**src/rtl/intc_pkg.sv**
```systemverilog
package intc_pkg;
  localparam int SUM_BIT = 0;
  localparam int SWI_BIT = 1;
  localparam int RSV_BIT = 15;

  typedef enum logic [2:0] {
    A_N_RAW = 3'd0, A_N_SET = 3'd1, A_N_CLR = 3'd2, A_N_STA = 3'd3,
    A_F_RAW = 3'd4, A_F_SET = 3'd5, A_F_CLR = 3'd6, A_F_STA = 3'd7
  } reg_addr_e;

  // Positions that may hold an enable or show a raw flag
  function automatic logic [31:0] live_mask();
    logic [31:0] m;
    m = '1;
    m[SUM_BIT] = 1'b0;
    m[SWI_BIT] = 1'b0;
    m[RSV_BIT] = 1'b0;
    return m;
  endfunction
endpackage

```
**src/rtl/intc_mask_bank.sv**
```systemverilog
module intc_mask_bank #(
  parameter int NSRC = 20,
  parameter logic [NSRC-1:0] WMASK = '1,
  parameter bit HAS_SUM = 1'b0
) (
  input  logic            clk,
  input  logic            rst,
  input  logic            set_we,
  input  logic            clr_we,
  input  logic [NSRC-1:0] wbits,
  input  logic [NSRC-1:0] sig,
  output logic [NSRC-1:0] en_q,
  output logic [NSRC-1:0] sta,
  output logic            req_q
);
  logic [NSRC-1:0] sta_core;
  logic [NSRC-1:0] set_m, clr_m;

  assign set_m    = set_we ? (wbits & WMASK) : '0;
  assign clr_m    = clr_we ? (wbits & WMASK) : '0;
  assign sta_core = sig & en_q;

  always_ff @(posedge clk) begin
    if (rst) begin
      en_q  <= '0;
      req_q <= 1'b0;
    end else begin
      en_q  <= (en_q | set_m) & ~clr_m;
      req_q <= |sta_core;
    end
  end

  generate
    if (HAS_SUM) begin : g_sum
      assign sta = {sta_core[NSRC-1:1], |sta_core};
    end else begin : g_plain
      assign sta = sta_core;
    end
  endgenerate
endmodule

```
**src/rtl/intc_regbus.sv**
```systemverilog
module intc_regbus #(
  parameter int NSRC   = 20,
  parameter int DATA_W = 32
) (
  input  logic              clk,
  input  logic              rst,
  input  logic              bus_sel,
  input  logic              bus_we,
  input  logic [2:0]        bus_addr,
  input  logic [NSRC-1:0]   n_sig,
  input  logic [NSRC-1:0]   n_en,
  input  logic [NSRC-1:0]   n_sta,
  input  logic [NSRC-1:0]   f_sig,
  input  logic [NSRC-1:0]   f_en,
  input  logic [NSRC-1:0]   f_sta,
  output logic [1:0]        set_we,
  output logic [1:0]        clr_we,
  output logic [DATA_W-1:0] bus_rdata
);
  import intc_pkg::*;

  logic wr, rd;
  assign wr = bus_sel & bus_we;
  assign rd = bus_sel & ~bus_we;

  assign set_we[0] = wr && (bus_addr == A_N_SET);
  assign set_we[1] = wr && (bus_addr == A_F_SET);
  assign clr_we[0] = wr && (bus_addr == A_N_CLR);
  assign clr_we[1] = wr && (bus_addr == A_F_CLR);

  logic [NSRC-1:0] rmux;
  always_comb begin
    case (bus_addr)
      A_N_RAW: rmux = n_sig;
      A_N_SET: rmux = n_en;
      A_N_STA: rmux = n_sta;
      A_F_RAW: rmux = f_sig;
      A_F_SET: rmux = f_en;
      A_F_STA: rmux = f_sta;
      default: rmux = '0;
    endcase
  end

  always_ff @(posedge clk) begin
    if (rst)     bus_rdata <= '0;
    else if (rd) bus_rdata <= DATA_W'(rmux);
  end
endmodule

```
**src/rtl/dual_path_intc.sv**
```systemverilog
module dual_path_intc #(
  parameter int NSRC   = 20,
  parameter int DATA_W = 32
) (
  input  logic              clk,
  input  logic              rst,
  input  logic [NSRC-1:0]   src_pend,
  input  logic              bus_sel,
  input  logic              bus_we,
  input  logic [2:0]        bus_addr,
  input  logic [DATA_W-1:0] bus_wdata,
  output logic [DATA_W-1:0] bus_rdata,
  output logic              irq_o,
  output logic              fiq_o
);
  localparam logic [NSRC-1:0] WMASK = NSRC'(intc_pkg::live_mask());

  logic [NSRC-1:0] sig;
  logic [NSRC-1:0] en_w  [2];
  logic [NSRC-1:0] sta_w [2];
  logic [1:0]      req_w, set_we, clr_we;
  logic            unused_hi;

  assign sig       = src_pend & WMASK;
  assign unused_hi = ^bus_wdata[DATA_W-1:NSRC];

  generate
    for (genvar p = 0; p < 2; p++) begin : g_path
      intc_mask_bank #(
        .NSRC(NSRC), .WMASK(WMASK), .HAS_SUM(p == 1)
      ) u_bank (
        .clk(clk), .rst(rst),
        .set_we(set_we[p]), .clr_we(clr_we[p]),
        .wbits(bus_wdata[NSRC-1:0]), .sig(sig),
        .en_q(en_w[p]), .sta(sta_w[p]), .req_q(req_w[p])
      );
    end
  endgenerate

  intc_regbus #(.NSRC(NSRC), .DATA_W(DATA_W)) u_bus (
    .clk(clk), .rst(rst),
    .bus_sel(bus_sel), .bus_we(bus_we), .bus_addr(bus_addr),
    .n_sig(sig), .n_en(en_w[0]), .n_sta(sta_w[0]),
    .f_sig(sig), .f_en(en_w[1]), .f_sta(sta_w[1]),
    .set_we(set_we), .clr_we(clr_we), .bus_rdata(bus_rdata)
  );

  assign irq_o = req_w[0];
  assign fiq_o = req_w[1];
endmodule

```
**config.mk**
```make
export PLATFORM = sky130hd
export DESIGN_NAME = dual_path_intc
export DESIGN_NICKNAME = d
export VERILOG_FILES = /design/src/rtl/intc_pkg.sv /design/src/rtl/intc_mask_bank.sv /design/src/rtl/intc_regbus.sv /design/src/rtl/dual_path_intc.sv
export SDC_FILE = /design/constraint.sdc
export NUM_CORES = 1
export LEC_CHECK = 0
export ABC_CLOCK_PERIOD_IN_PS = 1900
export BUFFER_PORTS_ARGS = -buffer_cell sky130_fd_sc_hd__buf_4
export CAP_MARGIN = 20
export CORE_MARGIN = 2
export CORE_UTILIZATION = 51
export CTS_BUF_LIST = sky130_fd_sc_hd__clkbuf_2
export CTS_CLUSTER_SIZE = 8
export DETAILED_ROUTE_END_ITERATION = 10
export PLACE_DENSITY_LB_ADDON = 0.15
export SKIP_LAST_GASP = 1
export SYNTH_ARGS = -nofsm -noshare
export SYNTH_HDL_FRONTEND = slang
export SYNTH_SLANG_ARGS = --single-unit
```
**constraint.sdc**
```tcl
create_clock -name clk -period 1.9 [get_ports clk]
set_input_delay 0.38 -clock clk [delete_from_list [all_inputs] [get_ports clk]]
set_output_delay 0.38 -clock clk [all_outputs]
set_load 0.01 [all_outputs]
```
==> metrics <==
H-tree depth 2; largest net degree at the start of global routing 56; Setup Crit Path Kind flop to flop; DR vias/cell 5.94; xor/xnor share of the synthesized area 0%; Root Buffer clkbuf_2; yosys warns 0; Slew @ Worst Pin 559 ps; post-cts resize count 0; Post-synth ARST share 0%; FF+latch count, synth 54; I/O pins 93; Max Clock Skew 5.60 ps; Std-Cell Rows 26; GRT met1 Usage 34.5%; slew margin rel. 61.8%; initial antenna violation count 0; dpl cell area 3080 µm²; first-pass GRT wire length 10.9 mm; port bufs 60; multiplexer share of the synthesized area 7.25%; Final Instance Area 3140 µm²; width of the die 75.9 µm; Final Cycle Share 84.1%; share of the synthesized area in the top cell type 41.0%; CTS max path bufs 2; Place WS 139 ps; WP buf/inv 1; GRT overflow 0; Hold Slack 107 ps; Core ar. 5040 µm²; status finished clean; Crit-path slowest cell a2111oi_0; Max VDD drop 0.506 mV; Multi-input gate area 1370 µm²; Post-synth EDFFs 0; fin. max-slew vios 0; Post CTS Setup Buffer Count 0; most frequent cell after synthesis dfxtp_1; detailed-route DRC error count 0; setup TNS 0 ps; Post-synth top cells dfxtp_1 (54), a211oi_1 (37), a21oi_1 (34), nor2_1 (18), a221oi_1 (16); clock slew at reported path FFs 260 ps; hold crit path type input pin to flop; busiest grt layer met1; CP Data Arrival Time 1940 ps; Syn Inst Count 279; critical path capture point type flop; die span in y 75.9 µm; Overall Global Routing Usage 23.4%; Area growth, synth to finish 19.2%; RSZ-0062 raised after global routing no; worst hold start bus_wdata[5]; final hold violations 0; CTS tree done; hpwl dp 4.83 mm; First-pass DRT Iterations 4; WL/cell 16.6 µm; Synth Area in Compound Gates 32.3%; dominant cell type by area after synthesis dfxtp_1; main combinational cell family by area after synthesis compound AO/OA/AOI/OAI gates; Pleak 1.30 nW; initial DRC count 194; number of global-route vias before repair 2113; Worst Path Required 2240 ps; Setup crit start g_path[1].u_bank.en_q[5]; Detail Route Antenna Nets 0; GP Congestion 0.865; met2 GRT Util 34.2%; Setup Viol. Count Final 0; crit path time final 1600 ps; max incr delay on CP 460 ps; share of cells above drive strength 1 26.5%; Worst setup SP type flop; nets 390; Worst-Skew Late Latency 430 ps; fin util 62.4%; met3 GRT Util 3.57%; Fillers 455; final worst slack 303 ps; count of clock tree sinks 54; Seq/Total Area, Yosys 41.0%; CP max FO 3; total CTS buffers 5; Netlist cell types 37; origin of the critical flop-to-flop path g_path[1].u_bank.en_q[5]; die area 5770 µm²; Routed WL 6.69 mm; Fmax achieved 0.626 GHz; ranking of synthesized cells by area dfxtp_1 (41%), a211oi_1 (11%), a21oi_1 (6.4%); effective utilization at floorplan 52.3%; hold-fix buffers at CTS 0; Post-Synth Adder-Cell Area 0%; ant diodes 0; Syn Area/Cell 9.46 µm²; worst path cell trace a22oi_1 -> nand4_1 -> a2111oi_0 -> buf_4 -> o41ai_1; DR vias 2386; Synth Area in Simple Gates 10.4%; crit-path leading delay family compound AO/OA/AOI/OAI gates; Netlist Area Pre-Place 2640 µm²; number of max-cap violations 0; Cell Pwr Density 672 nW/µm²; Top FF cell, synth dfxtp_1; FF+latch area 1080 µm²
-- final timing paths --
check / to / slack [ps] / cells after the start
hold / removal: g_path[1].u_bank.en_q[5] / 110 / 2
setup reg to reg: u_bus.bus_rdata[0] / 300 / 5
setup / recovery: u_bus.bus_rdata[0] / 300 / 5
hold reg to reg: u_bus.bus_rdata[0] / 510 / 2
-- stage by stage --
step                      cells  power (mW)
after floorplan             292        1.40
after detailed placement    394        1.54
final                       402        2.11
after CTS                   402        2.12
after global routing        402        2.22
after global placement      394        1.54
-- layout make-up --
cell class,count,share of cell area (%)
multi-input combinational,202,43.7
sequential,54,34.4
timing repair buffer,68,17.0
tap,70,2.79
clock inverter,2,1.19
clock buffer,6,0.955
-- kinds of logic (layout without fill, tap and decap cells) --
group / Yosys count / in the layout
AO/OA/AOI/OAI: 121 / 121
buffers and inverters: 36 / 76
flip-flops: 54 / 54
multiplexers: 17 / 17
other: 1 / 14
AND/OR/NAND/NOR: 50 / 50
-- flip-flops by register name, indices dropped and copies added (netlist names) --
name and flops:
g_path.u_bank.en_q 34, u_bus.bus_rdata 18, g_path.u_bank.req_q 2
-- power breakdown --
group	leakage, nW	internal (mW)	switching [mW]	total [mW]
clock network	0.0392	0.227	0.359	0.586
logic	0.817	0.154	0.181	0.336
registers	0.439	1.17	0.0201	1.19
total	1.30	1.55	0.561	2.11
-- cells in the final DEF (no fill, tap or decap), drive strengths merged --
master	Yosys	routed
and4b	1	1
buf	26	68
clkbuf	10	6
and4	1	1
conb	1	14
a222oi	1	1
nand3b	1	1
a31oi	1	1
nand2	1	1
a221oi	16	16
nor2	19	19
nor3b	1	1
bufinv	0	1
and3	1	1
clkinvlp	0	1
a32oi	3	3
dfxtp	54	54
a22o	2	2
or2b	1	1
a22oi	11	11
nand4	1	1
o41ai	1	1
a21o	14	14
mux2	17	17
nand3	3	3
a211oi	37	37
nor3	15	15
a2111oi	1	1
nor2b	2	2
nand2b	3	3
a21oi	34	34
-- metal layers --
layer / wire length (µm) / up-vias
met4: 159 / 0
met5: 0 / -
met3: 572 / 15
met1: 3030 / 1095
li1: - / 1166
met2: 2930 / 110
(Power assumes the default switching activity.)
